`src/rtl/bus_res_pkg.sv`:
```
package bus_res_pkg;

    typedef enum logic [1:0] {
        BV_LO  = 2'b00,
        BV_HI  = 2'b01,
        BV_OFF = 2'b10,
        BV_UNK = 2'b11
    } bus_val_e;

    // Pairwise wired resolution: unknown wins, floating yields, disagreement is unknown.
    function automatic bus_val_e merge_pair(input bus_val_e a, input bus_val_e b);
        bus_val_e r;
        if (a == BV_UNK || b == BV_UNK) begin
            r = BV_UNK;
        end else if (a == BV_OFF) begin
            r = b;
        end else if (b == BV_OFF) begin
            r = a;
        end else if (a == b) begin
            r = a;
        end else begin
            r = BV_UNK;
        end
        return r;
    endfunction

endpackage

```
`src/rtl/bus_res_cell.sv`:
```
module bus_res_cell
    import bus_res_pkg::*;
(
    input  logic [1:0] acc_in,
    input  logic [1:0] drv_in,
    output logic [1:0] acc_out
);
    bus_val_e merged;

    always_comb begin
        merged  = merge_pair(bus_val_e'(acc_in), bus_val_e'(drv_in));
        acc_out = merged;
    end

    // once the accumulated value is unknown, a further driver cannot clear it
    always_comb begin
        if (acc_in == BV_UNK) begin
            AST_UNK_STICKY: assert (acc_out == BV_UNK);
        end
    end
endmodule

```
`src/rtl/bus_res_activity.sv`:
```
module bus_res_activity
    import bus_res_pkg::*;
#(
    parameter int N_DRV = 4
) (
    input  logic [2*N_DRV-1:0] drv_vec,
    output logic               multi
);
    generate
        if (N_DRV == 1) begin : g_single
            assign multi = 1'b0;
        end else begin : g_many
            always_comb begin
                logic seen;
                seen  = 1'b0;
                multi = 1'b0;
                for (int i = 0; i < N_DRV; i++) begin
                    if (drv_vec[2*i +: 2] != BV_OFF) begin
                        if (seen) begin
                            multi = 1'b1;
                        end
                        seen = 1'b1;
                    end
                end
            end
        end
    endgenerate
endmodule

```
`src/rtl/bus_resolver.sv`:
```
module bus_resolver
    import bus_res_pkg::*;
#(
    parameter int N_DRV = 4
) (
    input  logic               clk,
    input  logic               rst_n,
    input  logic [2*N_DRV-1:0] drv_vec,
    output logic [1:0]         bus_q,
    output logic               conflict_q
);
    localparam int VEC_W = 2 * N_DRV;

    typedef struct packed {
        bus_val_e bus;
        logic     conflict;
    } res_regs_t;

    res_regs_t r_d, r_q;

    logic [1:0] chain_w [N_DRV];
    logic       multi_w;

    assign chain_w[0] = drv_vec[1:0];

    generate
        for (genvar gi = 1; gi < N_DRV; gi++) begin : g_chain
            bus_res_cell u_cell (
                .acc_in  (chain_w[gi-1]),
                .drv_in  (drv_vec[2*gi +: 2]),
                .acc_out (chain_w[gi])
            );
        end
    endgenerate

    bus_res_activity #(.N_DRV(N_DRV)) u_activity (
        .drv_vec (drv_vec),
        .multi   (multi_w)
    );

    always_comb begin
        r_d          = r_q;
        r_d.bus      = bus_val_e'(chain_w[N_DRV-1]);
        r_d.conflict = multi_w;
    end

    always_ff @(posedge clk or negedge rst_n) begin
        if (!rst_n) begin
            r_q <= '{bus: BV_OFF, conflict: 1'b0};
        end else begin
            r_q <= r_d;
        end
    end

    assign bus_q      = r_q.bus;
    assign conflict_q = r_q.conflict;

    // Level summary of the raw inputs, used only by the checks below.
    logic any_lo, any_hi, any_unk, all_off;
    always_comb begin
        any_lo  = 1'b0;
        any_hi  = 1'b0;
        any_unk = 1'b0;
        all_off = 1'b1;
        for (int i = 0; i < VEC_W / 2; i++) begin
            if (drv_vec[2*i +: 2] == BV_LO)  any_lo  = 1'b1;
            if (drv_vec[2*i +: 2] == BV_HI)  any_hi  = 1'b1;
            if (drv_vec[2*i +: 2] == BV_UNK) any_unk = 1'b1;
            if (drv_vec[2*i +: 2] != BV_OFF) all_off = 1'b0;
        end
    end

    AST_LO_HI_FIGHT: assert property (@(posedge clk) disable iff (!rst_n)
        (any_lo && any_hi) |=> (bus_q == BV_UNK));
    AST_UNK_WINS: assert property (@(posedge clk) disable iff (!rst_n)
        any_unk |=> (bus_q == BV_UNK));
    AST_CLEAN_LEVEL: assert property (@(posedge clk) disable iff (!rst_n)
        (any_lo && !any_hi && !any_unk) |=> (bus_q == BV_LO));
    AST_ALL_FLOAT: assert property (@(posedge clk) disable iff (!rst_n)
        all_off |=> (bus_q == BV_OFF && !conflict_q));
    AST_FLOAT_ONLY_IDLE: assert property (@(posedge clk) disable iff (!rst_n)
        !all_off |=> (bus_q != BV_OFF));
    AST_CONFLICT_DRIVEN: assert property (@(posedge clk) disable iff (!rst_n)
        conflict_q |-> (bus_q != BV_OFF));

    generate
        if (N_DRV == 1) begin : g_one_chk
            AST_SOLO_PASS: assert property (@(posedge clk) disable iff (!rst_n)
                1'b1 |=> (bus_q == $past(drv_vec[1:0]) && !conflict_q));
        end
    endgenerate
endmodule

```
`config.mk`:
```
export PLATFORM = sky130hd
export DESIGN_NAME = bus_resolver
export DESIGN_NICKNAME = d
export VERILOG_FILES = /design/src/rtl/bus_res_pkg.sv /design/src/rtl/bus_res_cell.sv /design/src/rtl/bus_res_activity.sv /design/src/rtl/bus_resolver.sv
export SDC_FILE = /design/constraint.sdc
export NUM_CORES = 1
export LEC_CHECK = 0
export BUFFER_PORTS_ARGS = -buffer_cell sky130_fd_sc_hd__buf_2
export CAP_MARGIN = 5
export CORE_AREA = 5 5 42 44
export DETAILED_ROUTE_END_ITERATION = 16
export DIE_AREA = 0 0 47 49
export SYNTH_ARGS = -nofsm -noshare
export SYNTH_HDL_FRONTEND = slang
export SYNTH_HIERARCHICAL = 1
export SYNTH_SLANG_ARGS = --single-unit
```
`constraint.sdc`:
```
create_clock -name clk -period 0.8 [get_ports clk]
set_input_delay 0.16 -clock clk [delete_from_list [all_inputs] [get_ports clk]]
set_output_delay 0.16 -clock clk [all_outputs]
set_load 0.01 [all_outputs]
```
Yosys cells after proc, flatten, opt, wreduce, memory -nomap -nowiden:

Cells that the tools add are included.

* bits in registers: 3
* bits in latches: 0
* memory bits (writable): 0
* ROM bits: 0
* output and inout bits: 3
* memories: 0

* $add $sub $neg: 0
* multipliers: 0
* divide/modulo/power cells: 0
* magnitude comparators: 0
* equality and inequality tests: 19
* shift-type cells: 0
* multiplexer cells: 21
* bitwise gates (word level): 0
* reductions and logical operators: 3

Operators with widths (count)
* $eq 2x2->1 const B: 12
* $mux 2: 12
* $mux 1: 9
* $ne 2x2->1 const B: 4
* $eq 2x2->1: 3
* $logic_or 1x1->1: 3

Depth between registers and ports, before layout:

Gate-level depths: netlist of the first run.

* depth in word-level cells: 15
* gate-level depth with buffers: 6

By module:

The synthesis of the first run kept the hierarchy.

Modules (own cells, without submodules)
* bus_res_cell: instances 3, cells an instance 6, area an instance 52.6 um2
* bus_resolver: instances 1, cells an instance 3, area an instance 76.3 um2
* bus_res_activity: instances 1, cells an instance 7, area an instance 43.8 um2

Worst setup path before layout of the first run:

No wires, ideal clock.

* kind: input -> register
* start: input drv_vec[3]
* end: register r_q (netlist bit bus_q[1])
* setup time: 81 ps
* arrival: 1334 ps
* setup slack: -615 ps
* cell stages on the path: 6
* cell sequence: and4bb_1 > a211oi_2 > and4bb_1 > a211oi_2 > and4bb_1 > a211oi_2

RTL lines
* start, declared: RTL line bus_resolver.sv:8 `input logic [2*N_DRV-1:0] drv_vec,`
* end signal, assigned: RTL line bus_resolver.sv:49 `r_q <= '{bus: BV_OFF, conflict: 1'b0};`
* end signal, assigned: RTL line bus_resolver.sv:51 `r_q <= r_d;`
* end, declared: RTL line bus_resolver.sv:19 `res_regs_t r_d, r_q;`

==> key figures, run 1 <==
Run status
  • Outcome: finished with violations
  • Failing checks: negative setup slack

Place
  • RD Place Congestion: 0.6798
  • HPWL Detailed: roughly 520 um
  • PortBufs: 12

Drt
  • Vias: 289
  • Via-per-instance ratio: approximately 4.3
  • DR DRC count: 0
  • ANT nets after route: 0
  • Routed len/inst: 8.750 um
  • Drt pass-1 iters: 1
  • Starting DRC count in detailed routing: 0
  • Post-Route WL: slightly below 600 um

GRT
  • GR Overflow Total: 0
  • Vias in the first global route: around 280
  • Initial antenna violation count: 0
  • Tot GR Track Use: under 10%
  • Largest net degree at the start of global routing: 6
  • First-pass GRT wire length: 1021 um

Timing
  • Final hold vios: 0
  • Slew @ Worst Pin: around 280 ps
  • Final setup viols: 5
  • Max-slew violations: 0
  • Fmax: around 0.73 GHz
  • Tmin final: between 1000 and 1500 ps
  • Fin worst setup slack: -577.1 ps
  • Final worst path period share: 172.1%
  • RSZ-0062 raised after global routing: true
  • Slew headroom: between 80 and 90%

Setup path
  • CP Depth: 7
  • Crit path buf inv count: 1
  • Cell family with most CP delay: simple AND/OR/NAND/NOR gates
  • CP max stage delay: 250 ps
  • Critical-path maximum fanout: 3
  • Critical path required time: ~950 ps
  • Kind of critical path: in -> reg
  • CP Cell Sequence: buf_6 > and4bb_1 > a211oi_2 > and4bb_1 > a211oi_2 > and4bb_1 > a211oi_2
  • Crit end category: register
  • Setup crit start kind: primary input
  • Slowest-stage cell, CP: a211oi_2
  • CP arrival: roughly 1500 ps

Logic synthesis
  • Largest family of logic cells by synthesized area: simple AND/OR/NAND/NOR gates
  • Xor/xnor cell area share of the yosys netlist: 0%
  • Syn Std Cell Area: about 280 um^2
  • Post-synthesis compound-gate area fraction: 18.92%
  • Yosys synthesis warning count: 6
  • Gate Count Post-Synth: 28
  • Post-synthesis adder-cell area fraction: 0%
  • Post-synthesis cell type count: 11
  • Mux contribution to synthesized area: roughly 11%
  • Syn_nets: 38
  • Simple-gate share of the synthesized area: about two fifths
  • Sequential-to-total area share from yosys stat: 27.48%
  • Mapped Avg Cell Area: 9.920 um^2
  • Post-synthesis register bit count: 3

Cells and area
  • Ant. Diodes: 0
  • Nets: 63
  • Fill cells: 153
  • Share of cells above drive strength 1: between 50 and 60%
  • Synthesis-to-finish area growth: 82.88%
  • Post-Route Utilization: between 30% and 40%

CTS
  • Clock buffer depth: 2
  • CTS tree: built
  • Root buffer cell: clkbuf_4
  • Inserted Clock Buffers: 3
  • CTS H-tree depth: 1
  • Clk sinks: 3
  • Clk slew on worst S/H paths: roughly 30 ps

Die
  • I/O pin count: 13
  • Initial Util: a little under 20%
  • Die area: roughly 0.0023 mm^2
  • FP Rows: 14
  • CORE AREA: 0.001401 mm^2
  • Die Ht: just under 50 um
  • Die X-Extent: 47 um

Power and ir drop
  • Pwr/cell area: 1204 mW/mm^2
  • Switching power: 0.0001411 W
  • Clock share of power: 41.8%
  • Internal: roughly 0.00047 W
  • Comb power frac: a little over 30%
  • Leakage: about 0.24 nW
  • Sequential power share: between 20% and 30%
  • Peak supply drop: 0.2845 mV
  • Total power: 0.0006118 W
  • Sw Ratio: between 20% and 30%

Hold path
  • Hold path depth: 2
  • Hold Path Class: in -> reg

Job
  • Maxcap violations: 0
cells by family after synthesis:
logic type | Yosys count
DFF | 3
muxes | 3
buffers and inverters | 3
AOI/OAI and AO/OA | 5
and+or+nand+nor | 14
layer usage:
layer | global-route usage, % | vias up | share of wire (%)
met5 | 0 | - | 0
met4 | 4.147 | 0 | 0
met3 | 1.476 | 0 | 12
met2 | 8.371 | 9 | 48
met1 | 7.440 | 125 | 41
li1 | - | 155 | -
state kept, by name (all words and copies together), names as in the netlist:
name        cells
bus_q           2
conflict_q      1
timing repair:
action | 4_1_cts | 5_1_grt
setup endpoints to repair | 5 | 5
pin swaps | 0 | 5
cloned | 0 | 0
setup buffers | 0 | 1
resized for setup | 7 | 8
endpoints found under the hold margin | 3 | 0
hold buffers | 1 | 0
cell usage in the layout, fill, tap and decap left out:
master,instances
inv_1,3
clkbuf_1,1
buf_2,7
buf_4,4
dfrtp_1,2
clkbuf_4,3
nand2b_1,4
nor3b_1,3
dlygate4sd3_1,1
dfstp_2,1
buf_8,3
and4bb_1,3
nor2_1,1
mux2i_1,3
a211oi_1,2
or2_4,3
a211oi_2,3
buf_6,5
synthesized netlist by cell type, drive strengths merged:
library cell	count	area share [%]
or2	3	6.8
mux2i	3	11
dfstp	1	9.5
nor2	1	1.4
and4bb	3	14
nor3b	3	8.1
a211oi	5	19
nand2b	4	9.0
inv	3	4.1
dfrtp	2	18
power groups by stage:
stage          clock [W]  combinational, W  sequential [W]
2_1_floorplan          0         0.0000716        0.000172
3_3_place_gp           0          0.000148        0.000167
3_5_place_dp           0          0.000150        0.000167
4_1_cts         0.000269          0.000174        0.000167
5_1_grt         0.000277          0.000207        0.000167
6_report        0.000256          0.000189        0.000167
cell type report:
type	instances	area [um^2]	area share [%]
well taps	16	20.02	3.941
inverters	3	11.26	2.217
multi-input cells	22	197.7	38.92
clock buffers	4	26.28	5.172
flip-flops and latches	3	76.32	15.02
repair buffers	20	176.4	34.73
metrics by stage:
step	instance area, um^2	TNS [ps]	hold slack [ps]	std cells	worst slack [ps]
final	508.0	-1148	190.4	68	-577.1
after global routing	508.0	-1335	210.3	68	-676.6
after CTS	474.2	-1441	171.8	67	-588.7
after floorplan	277.8	-979.7	-135.6	28	-614.8
after detailed placement	402.9	-1791	-40.35	62	-861.6
after global placement	402.9	-1749	-44.49	62	-845.2
final timing paths:
kind                             from  endpoint  slack (ps)
worst max-delay path       drv_vec[0]  bus_q[1]        -580
worst min-delay path       drv_vec[6]  bus_q[0]         190
max in group asynchronous       rst_n  bus_q[1]         350
min in group asynchronous       rst_n  bus_q[0]         260
No activity file was read; power rests on OpenSTA's default activity.
==> inputs of run 2 (changes only) <==
- clock period: 0.8 -> 1.5 ns (I/O delays scaled with it)
==> key figures, run 2 (synthesis results as in run 1) <==
GRT
  • GR Overflow Total: 0
  • First-pass GRT wire length: ~1000 um
  • GR peak layer: met2
  • Tot GR Track Use: between 6 and 7%
  • GR Layer Usage met1: 6.579%
  • Vias in the first global route: between 200 and 300
  • Initial antenna violation count: 0
  • Met2 usage: approximately 10%
  • M3 GR Usage: about 1.5%
  • Largest net degree at the start of global routing: 6

Drt
  • Vias: 267
  • Post-Route WL: 658 um
  • Starting DRC count in detailed routing: 3
  • Via-per-instance ratio: about 4
  • Routed len/inst: ~10 um
  • ANT nets after route: 0
  • Drt pass-1 iters: 2
  • DR DRC count: 0

Die
  • FP Rows: 14
  • I/O pin count: 13
  • Initial Util: 19.82%
  • CORE AREA: 0.001401 mm^2
  • Die area: between 0.002 and 0.0025 mm^2
  • Die X-Extent: about 47 um
  • Die Ht: between 40 and 50 um

Timing
  • Fin worst setup slack: -17.91 ps
  • Fmax: ~0.66 GHz
  • Slew headroom: about four fifths
  • Tmin final: ~1500 ps
  • Final hold vios: 0
  • Slew @ Worst Pin: approximately 280 ps
  • Final setup viols: 1
  • RSZ-0062 raised after global routing: true
  • Final worst path period share: 101.2%
  • Max-slew violations: 0

Cells and area
  • Max reg flops: 2
  • Nets: 60
  • Area occupied by registers: 76.32 um^2
  • Final Cell Area: between 400 and 500 um^2
  • Most frequent cells in the layout: buf_2 (8), buf_4 (4), buf_6 (4), nand2b_1 (4)
  • Multi-input gate area: 190.2 um^2
  • Commonest non-fill, non-tap cell in the layout: buf_2
  • Share of cells above drive strength 1: 53.06%
  • Synthesis-to-finish area growth: 61.71%
  • Fill cells: between 150 and 200
  • Ant. Diodes: 0

Place
  • HPWL Detailed: around 510 um
  • RD Place Congestion: ~0.71
  • Placed Area: 387.9 um^2
  • PortBufs: 12

CTS
  • Clock buffer depth: 2
  • Setup bufs post-CTS: 0
  • Clk slew on worst S/H paths: around 40 ps
  • Root buffer cell: clkbuf_4
  • Clk sinks: 3
  • CTS tree: built
  • CTS H-tree depth: 1
  • Inserted Clock Buffers: 3

Run status
  • Outcome: finished with violations
  • Failing checks: negative setup slack

Setup path
  • CP arrival: 1670 ps
  • Crit end category: register
  • Critical-path maximum fanout: 3
  • Crit path from: drv_vec[0]
  • Setup crit start kind: primary input
  • Kind of critical path: in -> reg
  • Critical path required time: approximately 1700 ps
  • CP endpoint: bus_q[1]

Power and ir drop
  • Peak supply drop: 0.1332 mV
  • Total power: ~0.00031 W
  • Pwr/cell area: between 700 and 800 mW/mm^2
  • Leakage: between 0.2 and 0.25 nW

Hold path
  • Hold Path Class: in -> reg

Job
  • Maxcap violations: 0
-- run 2: cell types whose count changed in the layout (fill, tap and decap cells not counted), sizes merged --
cell  delta
buf      -3
-- run 2: critical path, stage by stage --
cell and delay (ps):
buf_6 90, and4bb_1 200, a211oi_2 220, and4bb_1 230, a211oi_2 250, and4bb_1 230
a211oi_2 140
-- run 2: area by class of cell --
class                   instances  area share, %
inverters                       3          2.507
clock buffers                   4          5.850
repair buffers                 17          27.86
multi-input cells              22          42.34
well taps                      16          4.457
flip-flops and latches          3          16.99
-- run 2: per-stage QoR --
stage	setup TNS (ps)	utilization [%]	instances	setup WS (ps)	hold slack [ps]
2_1_floorplan	-54.78	-	28	-54.78	4.409
3_3_place_gp	-465.0	27.68	60	-279.6	95.66
3_5_place_dp	-462.5	27.68	60	-280.1	97.42
4_1_cts	-23.98	32.05	65	-23.98	298.8
5_1_grt	-122.2	32.05	65	-122.2	320.4
6_report	-17.91	32.05	65	-17.91	310.7
-- run 2: power breakdown --
part	internal (W)	switching [W]	total [W]
clock network	0.0000997	0.0000420	0.000142
logic	0.0000493	0.0000354	0.0000847
registers	0.0000873	0.000000716	0.0000880
total	0.000236	0.0000781	0.000314
-- run 2: per-layer routing --
metal | part of all wire (%) | routed length, um
met4 | 0 | 0
met1 | 41 | 267
met3 | 9.1 | 60
met2 | 50 | 330
met5 | 0 | 0
-- run 2: what timing repair did --
| item | 4_1_cts | 5_1_grt |
|---|---|---|
| resized for setup | 5 | 0 |
| hold endpoints to repair | 2 | 0 |
| pin swaps | 0 | 1 |
| gates cloned | 0 | 0 |
| endpoints found under the setup margin | 1 | 1 |
| hold buffers | 1 | 0 |
-- run 2: how the worst min path moves through the flow --
stage	start	to	slack [ps]	cells after the start
after floorplan	rst_n	bus_q[0]	4	0
after global placement	rst_n	conflict_q	100	1
after detailed placement	rst_n	conflict_q	100	1
after CTS	drv_vec[6]	bus_q[0]	300	2
after global routing	drv_vec[6]	bus_q[0]	320	2
final	drv_vec[6]	bus_q[0]	310	2
==> inputs of run 3 (changes only) <==
- BUFFER_PORTS_ARGS: -buffer_cell sky130_fd_sc_hd__buf_2 -> -buffer_cell sky130_fd_sc_hd__buf_4
==> key figures, run 3 (synthesis results as in run 1) <==
Run status
  • Outcome: finished clean

Timing
  • Slew headroom: 82.04%
  • Tmin final: 1498 ps
  • Fin Hold WS: around 300 ps
  • Final setup viols: 0
  • Max-slew violations: 0
  • Slew @ Worst Pin: between 200 and 300 ps
  • Final hold vios: 0
  • RSZ-0062 raised after global routing: true
  • Final worst path period share: ~100%
  • Fmax: ~0.67 GHz

GRT
  • Tot GR Track Use: under 10%
  • GR peak layer: met2
  • Vias in the first global route: approximately 240
  • GR Layer Usage met1: 5.482%
  • Largest net degree at the start of global routing: 6
  • Met2 usage: around 7.7%
  • Initial antenna violation count: 0
  • GR Overflow Total: 0
  • M3 GR Usage: between 1 and 1.5%
  • First-pass GRT wire length: 841 um

Setup path
  • CP max stage delay: 230 ps
  • CP Depth: 7
  • Cell family with most CP delay: simple AND/OR/NAND/NOR gates
  • Crit path buf inv count: 1
  • Kind of critical path: in -> reg
  • Critical-path maximum fanout: 3
  • Slowest-stage cell, CP: a211oi_2
  • Critical path required time: ~1700 ps
  • CP Cell Sequence: buf_6 > and4bb_1 > a211oi_2 > and4bb_1 > a211oi_2 > and4bb_1 > a211oi_2
  • Crit end category: register
  • CP arrival: between 1500 and 2000 ps
  • Setup crit start kind: primary input

CTS
  • Setup bufs post-CTS: 0
  • Clk slew on worst S/H paths: ~40 ps
  • Root buffer cell: clkbuf_4
  • Clock buffer depth: 2
  • CTS H-tree depth: 1
  • Inserted Clock Buffers: 3
  • Clk sinks: 3
  • CTS tree: built

Drt
  • Via-per-instance ratio: approximately 4.3
  • DR DRC count: 0
  • Post-Route WL: 565 um
  • ANT nets after route: 0
  • Drt pass-1 iters: 2
  • Routed len/inst: 9.113 um
  • Starting DRC count in detailed routing: 3
  • Vias: between 200 and 300

Cells and area
  • Final Cell Area: 450.4 um^2
  • Nets: 57
  • Share of cells above drive strength 1: between 50% and 60%
  • Commonest non-fill, non-tap cell in the layout: buf_4
  • Most frequent cells in the layout: buf_4 (9), nand2b_1 (4)
  • Post-Route Utilization: around a third
  • Synthesis-to-finish area growth: 62.16%
  • Max reg flops: 2
  • Ant. Diodes: 0

Power and ir drop
  • Leakage: slightly above 0.2 nW
  • Peak supply drop: between 0.15 and 0.2 mV
  • Pwr/cell area: 693.5 mW/mm^2

Place
  • Placed Area: 395.4 um^2
  • HPWL Detailed: about 480 um
  • RD Place Congestion: approximately 0.67
  • PortBufs: 12

Job
  • Maxcap violations: 0

Hold path
  • Hold Path Class: in -> reg
  • Hold path depth: 2
  • Worst hold endpoint: bus_q[0]
  • Hold Path Origin: drv_vec[6]

Die
  • Initial Util: between 10% and 20%
  • FP Rows: 14
  • CORE AREA: between 0.001 and 0.0015 mm^2
  • I/O pin count: 13
  • Die Ht: 49 um
  • Die X-Extent: ~47 um
  • Die area: about 0.0023 mm^2
## run 3: per-stage QoR
step / instances / TNS [ps] / worst slack, ps / total power (W)
finish: 62 / 0 / 1.795 / 0.0003124
global route: 62 / -107.3 / -107.3 / 0.0003296
CTS: 62 / -9.084 / -9.084 / 0.0003194
detailed placement: 57 / -347.4 / -262.5 / 0.0001687
global placement: 57 / -349.3 / -273.0 / 0.0001678
floorplan: 28 / -54.78 / -54.78 / 0.0001300
## run 3: timing repair
action                                 4_1_cts  5_1_grt
endpoints found under the hold margin        2        0
cloned                                       0        0
setup endpoints to repair                    1        1
pin swaps                                    0        0
hold buffers                                 1        0
resized for setup                            4        1
## run 3: worst max path at each step
| stage | from | to | slack (ps) |
|---|---|---|---|
| after floorplan | drv_vec[3] | bus_q[1] | -50 |
| after global placement | drv_vec[2] | bus_q[1] | -270 |
| after detailed placement | drv_vec[1] | bus_q[1] | -260 |
| after CTS | drv_vec[0] | bus_q[1] | -9 |
| after global routing | drv_vec[0] | bus_q[1] | -110 |
| final | drv_vec[0] | bus_q[1] | 2 |
## run 3: layout make-up
type	instances	area, um^2
flip-flops and latches	3	76.32
inverters	3	11.26
clock buffers	4	26.28
repair buffers	14	126.4
multi-input cells	22	190.2
well taps	16	20.02
fillers	152	950.9
## run 3: metal layers
metal	up-vias	wire, um
met3	0	52
met4	0	0
met2	8	282
met1	120	229
li1	139	-
met5	-	0
## run 3: power by group
group | internal (W) | switching [W]
clock | 0.0000995 | 0.0000394
sequential | 0.0000874 | 0.000000936
combinational | 0.0000515 | 0.0000336
total | 0.000238 | 0.0000740
